<file path="src/rtl/doorbell_pkg.sv">
package doorbell_pkg;
  // Register kind carried in the upper address bits.
  typedef enum logic [1:0] {
    KIND_RAISE = 2'd0,
    KIND_ACK   = 2'd1,
    KIND_NMI   = 2'd2,
    KIND_NONE  = 2'd3
  } reg_kind_e;
endpackage

</file>
<file path="src/rtl/doorbell_src_bank.sv">
module doorbell_src_bank #(
  parameter int SRC_BITS = 28
) (
  input  logic                clk,
  input  logic                rst_n,
  input  logic                set_en,
  input  logic                clr_en,
  input  logic [SRC_BITS-1:0] wbits,
  output logic [SRC_BITS-1:0] src_q
);
  logic [SRC_BITS-1:0] set_mask, clr_mask;

  assign set_mask = set_en ? wbits : '0;
  assign clr_mask = clr_en ? wbits : '0;

  // A set overrides a clear on the same bit.
  always_ff @(posedge clk) begin
    if (!rst_n) src_q <= '0;
    else        src_q <= (src_q & ~clr_mask) | set_mask;
  end

  AST_SET_STICKS: assert property (@(posedge clk) disable iff (!rst_n)
    set_en |=> ((src_q & $past(wbits)) == $past(wbits)));
  AST_CLR_REMOVES: assert property (@(posedge clk) disable iff (!rst_n)
    (clr_en && !set_en) |=> ((src_q & $past(wbits)) == '0));
  AST_FLAGS_HOLD: assert property (@(posedge clk) disable iff (!rst_n)
    (!set_en && !clr_en) |=> $stable(src_q));
endmodule

</file>
<file path="src/rtl/doorbell_host_shaper.sv">
module doorbell_host_shaper #(
  parameter int HOST_HI = 4,
  parameter int HOST_LO = 4
) (
  input  logic clk,
  input  logic rst_n,
  input  logic trigger,
  output logic host_irq
);
  localparam int PERIOD = HOST_HI + HOST_LO;
  localparam int CNT_W  = $clog2(PERIOD + 1);
  localparam int RUN_W  = $clog2(PERIOD + 1) + 1;

  logic [CNT_W-1:0] phase_q;
  logic             idle, last_phase, accept;

  assign idle       = (phase_q == '0);
  assign last_phase = (phase_q == CNT_W'(PERIOD));
  assign accept     = trigger && (idle || last_phase);

  always_ff @(posedge clk) begin
    if (!rst_n)          phase_q <= '0;
    else if (accept)     phase_q <= CNT_W'(1);
    else if (last_phase) phase_q <= '0;
    else if (!idle)      phase_q <= phase_q + CNT_W'(1);
  end

  assign host_irq = !idle && (phase_q <= CNT_W'(HOST_HI));

  // Observation counters for the shape checks.
  logic [RUN_W-1:0] hi_run_q, lo_run_q;
  always_ff @(posedge clk) begin
    if (!rst_n) begin
      hi_run_q <= '0;
      lo_run_q <= RUN_W'(HOST_LO);
    end else if (host_irq) begin
      hi_run_q <= (hi_run_q == RUN_W'(PERIOD)) ? hi_run_q : hi_run_q + RUN_W'(1);
      lo_run_q <= '0;
    end else begin
      hi_run_q <= '0;
      lo_run_q <= (lo_run_q == RUN_W'(PERIOD)) ? lo_run_q : lo_run_q + RUN_W'(1);
    end
  end

  AST_HOST_WIDTH: assert property (@(posedge clk) disable iff (!rst_n)
    $fell(host_irq) |-> (hi_run_q == RUN_W'(HOST_HI)));
  AST_HOST_GAP: assert property (@(posedge clk) disable iff (!rst_n)
    $rose(host_irq) |-> (lo_run_q >= RUN_W'(HOST_LO)));
endmodule

</file>
<file path="src/rtl/doorbell_regs.sv">
module doorbell_regs
  import doorbell_pkg::*;
#(
  parameter int NUM_CORES = 2,
  parameter int DATA_W    = 32,
  parameter int SRC_BITS  = 28,
  parameter int HOST_HI   = 4,
  parameter int HOST_LO   = 4
) (
  input  logic                     clk,
  input  logic                     rst_n,
  input  logic                     bus_wen,
  input  logic [1+$clog2(NUM_CORES+1):0] bus_addr,
  input  logic [DATA_W-1:0]        bus_wdata,
  output logic [DATA_W-1:0]        bus_rdata,
  output logic [NUM_CORES-1:0]     core_irq,
  output logic [NUM_CORES-1:0]     core_nmi,
  output logic                     host_irq
);
  localparam int SLOTS   = NUM_CORES + 1;
  localparam int SLOT_W  = $clog2(SLOTS);
  localparam int ADDR_W  = SLOT_W + 2;
  localparam int SRC_LSB = DATA_W - SRC_BITS;
  localparam int HOST    = NUM_CORES;

  reg_kind_e           kind;
  logic [SLOT_W-1:0]   slot;
  logic [SRC_BITS-1:0] wbits;
  logic [SRC_BITS-1:0] src_arr [SLOTS];
  logic [SLOTS-1:0]    raise_hit, ack_hit;
  logic                unused_wbits;

  assign kind         = reg_kind_e'(bus_addr[ADDR_W-1:SLOT_W]);
  assign slot         = bus_addr[SLOT_W-1:0];
  assign wbits        = bus_wdata[DATA_W-1:SRC_LSB];
  assign unused_wbits = ^bus_wdata[SRC_LSB-1:1];

  for (genvar s = 0; s < SLOTS; s++) begin : g_slot
    assign raise_hit[s] = bus_wen && (kind == KIND_RAISE) && (slot == SLOT_W'(s));
    assign ack_hit[s]   = bus_wen && (kind == KIND_ACK)   && (slot == SLOT_W'(s));

    doorbell_src_bank #(.SRC_BITS(SRC_BITS)) u_bank (
      .clk    (clk),
      .rst_n  (rst_n),
      .set_en (raise_hit[s]),
      .clr_en (ack_hit[s]),
      .wbits  (wbits),
      .src_q  (src_arr[s])
    );
  end

  for (genvar c = 0; c < NUM_CORES; c++) begin : g_core
    logic nmi_hit;
    assign nmi_hit = bus_wen && (kind == KIND_NMI) && (slot == SLOT_W'(c));

    always_ff @(posedge clk) begin
      if (!rst_n) begin
        core_irq[c] <= 1'b0;
        core_nmi[c] <= 1'b0;
      end else begin
        core_irq[c] <= raise_hit[c] && bus_wdata[0];
        core_nmi[c] <= nmi_hit && bus_wdata[0];
      end
    end

    AST_IRQ_CAUSE: assert property (@(posedge clk) disable iff (!rst_n)
      core_irq[c] |-> $past(bus_wen && bus_wdata[0]));
    AST_NMI_CAUSE: assert property (@(posedge clk) disable iff (!rst_n)
      core_nmi[c] |-> $past(bus_wen && bus_wdata[0]));
  end

  doorbell_host_shaper #(.HOST_HI(HOST_HI), .HOST_LO(HOST_LO)) u_host (
    .clk      (clk),
    .rst_n    (rst_n),
    .trigger  (raise_hit[HOST] && bus_wdata[0]),
    .host_irq (host_irq)
  );

  always_comb begin
    bus_rdata = '0;
    for (int s = 0; s < SLOTS; s++) begin
      if ((kind == KIND_RAISE || kind == KIND_ACK) && slot == SLOT_W'(s))
        bus_rdata = {src_arr[s], {SRC_LSB{1'b0}}};
    end
  end
endmodule

</file>
<file path="config.mk">
export PLATFORM = sky130hd
export DESIGN_NAME = doorbell_regs
export DESIGN_NICKNAME = d
export VERILOG_FILES = /design/src/rtl/doorbell_pkg.sv /design/src/rtl/doorbell_src_bank.sv /design/src/rtl/doorbell_host_shaper.sv /design/src/rtl/doorbell_regs.sv
export SDC_FILE = /design/constraint.sdc
export NUM_CORES = 1
export LEC_CHECK = 0
export BUFFER_PORTS_ARGS = -buffer_cell sky130_fd_sc_hd__clkbuf_2
export CAP_MARGIN = 25
export CORE_ASPECT_RATIO = 0.9
export CORE_MARGIN = 1.5
export CORE_UTILIZATION = 40
export CTS_BUF_LIST = sky130_fd_sc_hd__clkbuf_4 sky130_fd_sc_hd__clkbuf_8
export CTS_CLUSTER_DIAMETER = 40
export DETAILED_ROUTE_END_ITERATION = 12
export PLACE_DENSITY = 0.72
export SLEW_MARGIN = 20
export SYNTH_ARGS = -nofsm -noshare
export SYNTH_HDL_FRONTEND = slang
export SYNTH_SLANG_ARGS = --single-unit
</file>
<file path="constraint.sdc">
create_clock -name clk -period 1.52 [get_ports clk]
set_input_delay 0.304 -clock clk [delete_from_list [all_inputs] [get_ports clk]]
set_output_delay 0.304 -clock clk [all_outputs]
set_load 0.02 [all_outputs]
</file>
==> metrics.log <==
INFO  metric root_buffer = sky130_fd_sc_hd__clkbuf_8
INFO  metric n_fill_cell = 881
INFO  metric commonest_cells_after_routing_fill_and_taps_aside = sky130_fd_sc_hd__nand2_1 (68), sky130_fd_sc_hd__dfxtp_1 (59), sky130_fd_sc_hd__nand3_1 (50)
INFO  metric cap_violations = 0
INFO  metric startpoint_type = flip-flop
INFO  metric fp.dieW = between 100 and 150 um
INFO  metric placeableCoreArea = around 10,000 sq um
INFO  metric clock.fmax = ~620 MHz
INFO  metric postSynthCellCount = 472
INFO  metric synth_edf_count = 0
INFO  metric worstPathRequired = 1.22 ns
INFO  metric vias_in_the_first_global_route = approximately 3,900
INFO  metric cp_slowest_stage_delay = between 0.3 and 0.4 ns
INFO  metric final.min_clock_period = 1.61 ns
INFO  metric count_of_antenna_diodes_in_the_layout = 0
INFO  metric num_rows = 35
INFO  metric synth_top_cells_by_area = sky130_fd_sc_hd__dfxtp_1 (42%), sky130_fd_sc_hd__mux2i_1 (13%), sky130_fd_sc_hd__a32o_1 (10%)
INFO  metric tritoncts = yes
INFO  metric routed_via_density = 5.76
INFO  metric min_period_over_period = 106%
INFO  metric dp_cells = ~650
INFO  metric number_of_pins_exceeding_their_max_slew_limit_in_the_final_report = 0
INFO  metric share_of_the_yosys_chip_area_belonging_to_registers = 42.3%
INFO  metric worst_slack_placed = -0.225 ns
INFO  metric design_power_total = 0.00480 W
INFO  metric nNetsFinal = 596
INFO  metric gr-usage-all-layers = 21.4%
INFO  metric drc_errors = 0
INFO  metric violations = negative setup slack
INFO  metric postLayoutSetupSlackWorst = -0.0851 ns
INFO  metric crit_end_element = output pin
INFO  metric reg2regPathDepth = 5
INFO  metric ff2ff_setup_slack = around 0.3 ns
INFO  metric worstReg2RegEnd = u_host.phase_q[0]
INFO  metric design.die.area = 11,500 sq um
INFO  metric source_of_the_worst_hold_timing_path = bus_wdata[0]
INFO  metric worst_setup_hold_path_clk_slew = ~0.090 ns
INFO  metric routabilityCongestion = slightly below 0.8
INFO  metric initial_utilization = around two fifths
INFO  metric final-instance-count-excl-fill = ~690
INFO  metric irDropWorstVdd = 460 uV
INFO  metric most_common_cell_after_layout_fill_and_taps_aside = sky130_fd_sc_hd__nand2_1
INFO  metric finalInstanceArea = 5860 sq um
INFO  metric layout_area_overhead = 34.4%
INFO  metric critical_path_start_end_classification = reg2out
INFO  metric boundaryPins = 76
INFO  metric timing.final.setup_violations = 14
INFO  metric cts_sinks = 92
INFO  metric ant_nets = 0
INFO  metric dpl-instance-area = 5030 sq um
INFO  metric level_count_of_the_clock_h_tree = 3
INFO  metric first_pass_grt_wire_length = 19.3 mm
INFO  metric yosys.cell_types.count = 31
INFO  metric maximum_number_of_pins_on_one_net_before_global_route_repair = 54
INFO  metric postSynth.asyncResetShare = 0%
INFO  metric pwr_density_cell = 819 nW/um^2
INFO  metric initialDrtViolationCount = 211
INFO  metric arrival = 1.30 ns
INFO  metric synthFlopType = sky130_fd_sc_hd__dfxtp_1
INFO  metric average_wire_per_standard_cell = 17.9 um
INFO  metric ys_seq_elements = between 90 and 100
INFO  metric hpwl = approximately 7.5 mm
INFO  metric grt_overflow_total = 0
INFO  metric yosys.area.top_type = sky130_fd_sc_hd__dfxtp_1
INFO  metric die-height = between 100 and 150 um
INFO  metric critPathSlowestCell = sky130_fd_sc_hd__dfxtp_1
INFO  metric detail_route.wirelength = 12.3 mm
INFO  metric rsz0062_at_grt = true
INFO  metric synth_warn = 0
INFO  metric port_buffers = slightly below 70
INFO  metric yosys.area.top_type_share = between 40% and 50%
INFO  metric post_synth.cell_area_avg = 9.23 sq um
INFO  metric critical_path_fanouts_max = 2
INFO  metric crit_chain = mux2i_2 -> a2bb2oi_2 -> nor2_1 -> clkbuf_2
INFO  metric power_leakage = 2.46 nW
INFO  metric rr_startpoint = u_host.phase_q[0]
INFO  metric fin_skew = 0.0113 ns
INFO  metric dr.pass1.iters = 5
INFO  metric hold_class = in2reg
INFO  metric clock_latency = 0.37 ns
INFO  metric fin_worst_hold_slack = a little under 0.2 ns
INFO  metric cts_made_buffers = 9
INFO  metric min_path_cells = 2
INFO  metric route.vias.total = 3,961
INFO  metric mappedNetlistArea = 4360 sq um
INFO  metric layout_cells_sized_above_1 = 40.8%
INFO  metric clk_path_buf_depth = 2
INFO  metric antenna_found_initial = 0
INFO  metric final-hold-violation-count = 0
INFO  metric result_of_the_run = complete, but fails checks
INFO  metric hold_end = core_irq[1]
==> where the power goes <==
group,switching (W),internal (W)
clock network,0.000838,0.000646
logic,0.000445,0.000388
registers,0.0000265,0.00246
total,0.00131,0.00349
==> cells by family after synthesis <==
| logic type | synth area share [%] |
|---|---|
| AO/OA/AOI/OAI | 20.0 |
| XOR/XNOR | 0.201 |
| adder cells (fa/ha/maj) | 0.574 |
| buffers and inverters | 6.34 |
| flip-flops | 42.3 |
| multiplexers | 13.1 |
| other | 0.0861 |
| AND/OR/NAND/NOR | 17.5 |
==> cells in the mapped netlist (2+ instances only) <==
master,number
sky130_fd_sc_hd__dfxtp_1,92
sky130_fd_sc_hd__nand2_1,68
sky130_fd_sc_hd__mux2i_1,57
sky130_fd_sc_hd__nand3_1,50
sky130_fd_sc_hd__a32o_1,45
sky130_fd_sc_hd__nor2_1,33
sky130_fd_sc_hd__a2bb2oi_1,28
sky130_fd_sc_hd__buf_4,16
sky130_fd_sc_hd__clkbuf_1,15
sky130_fd_sc_hd__a21o_1,11
sky130_fd_sc_hd__a31oi_1,11
sky130_fd_sc_hd__buf_2,11
sky130_fd_sc_hd__buf_1,8
sky130_fd_sc_hd__inv_1,4
sky130_fd_sc_hd__nor2b_1,3
sky130_fd_sc_hd__ha_1,2
sky130_fd_sc_hd__nand2b_1,2
sky130_fd_sc_hd__nand4b_1,2
sky130_fd_sc_hd__nor4_1,2
==> what timing repair did <==
item | in CTS | in global routing
cloned | 4 | 1
resized for setup | 61 | 91
buffers inserted | 5 | 10
setup endpoints to repair | 29 | 29
hold buffers | 0 | 0
pin swaps | 4 | 11
==> metrics by stage <==
stage               TNS [ns]  utilization [%]
finish                -0.473             56.2
global route           -2.32             56.2
CTS                   -0.997             53.4
detailed placement     -5.54             48.2
global placement       -3.80             48.2
floorplan           -0.00746                -
==> worst max-delay path by stage <==
stage,from,to,slack (ns),cells after the start
after floorplan,bus_addr[0],bus_rdata[10],-0.007,5
after global placement,bus_addr[0],bus_rdata[30],-0.14,6
after detailed placement,bus_addr[0],bus_rdata[9],-0.22,6
after CTS,u_host.phase_q[0],host_irq,-0.12,5
after global routing,u_host.phase_q[0],host_irq,-0.16,5
final,g_slot[1].u_bank.src_q[5],bus_rdata[9],-0.09,4
==> final cells by class <==
| class | count | area [sq um] | share of cell area, % |
|---|---|---|---|
| Multi-Input combinational cell | 329 | 2530 | 43.2 |
| Inverter | 4 | 15.0 | 0.256 |
| Sequential cell | 92 | 1880 | 32.1 |
| Tap cell | 129 | 161 | 2.76 |
| Clock buffer | 11 | 145 | 2.48 |
| Timing Repair Buffer | 119 | 1090 | 18.7 |
| Clock inverter | 4 | 26.3 | 0.449 |
==> worst max-delay path: cells and delay by family (launching register included) <==
family                 cells  cell delay (ns)
AO/OA/AOI/OAI              1             0.19
buffers and inverters      1             0.15
AND/OR/NAND/NOR            1             0.08
flip-flops                 1             0.33
multiplexers               1             0.18
==> sequential cells by signal (all words and copies together) (netlist names) <==
name	flops
core_irq	2
g_slot.u_bank.src_q	84
u_host.phase_q	4
core_nmi	2
==> routing by layer <==
metal / vias to the layer above / GRT usage [%] / routed length (um)
met5: - / 0 / 0
met4: 0 / 6.83 / 154
met1: 1906 / 27.6 / 5650
met2: 131 / 35.0 / 5800
li1: 1906 / - / -
met3: 18 / 5.93 / 741
Note: power is estimated with default switching activity, not from simulation.
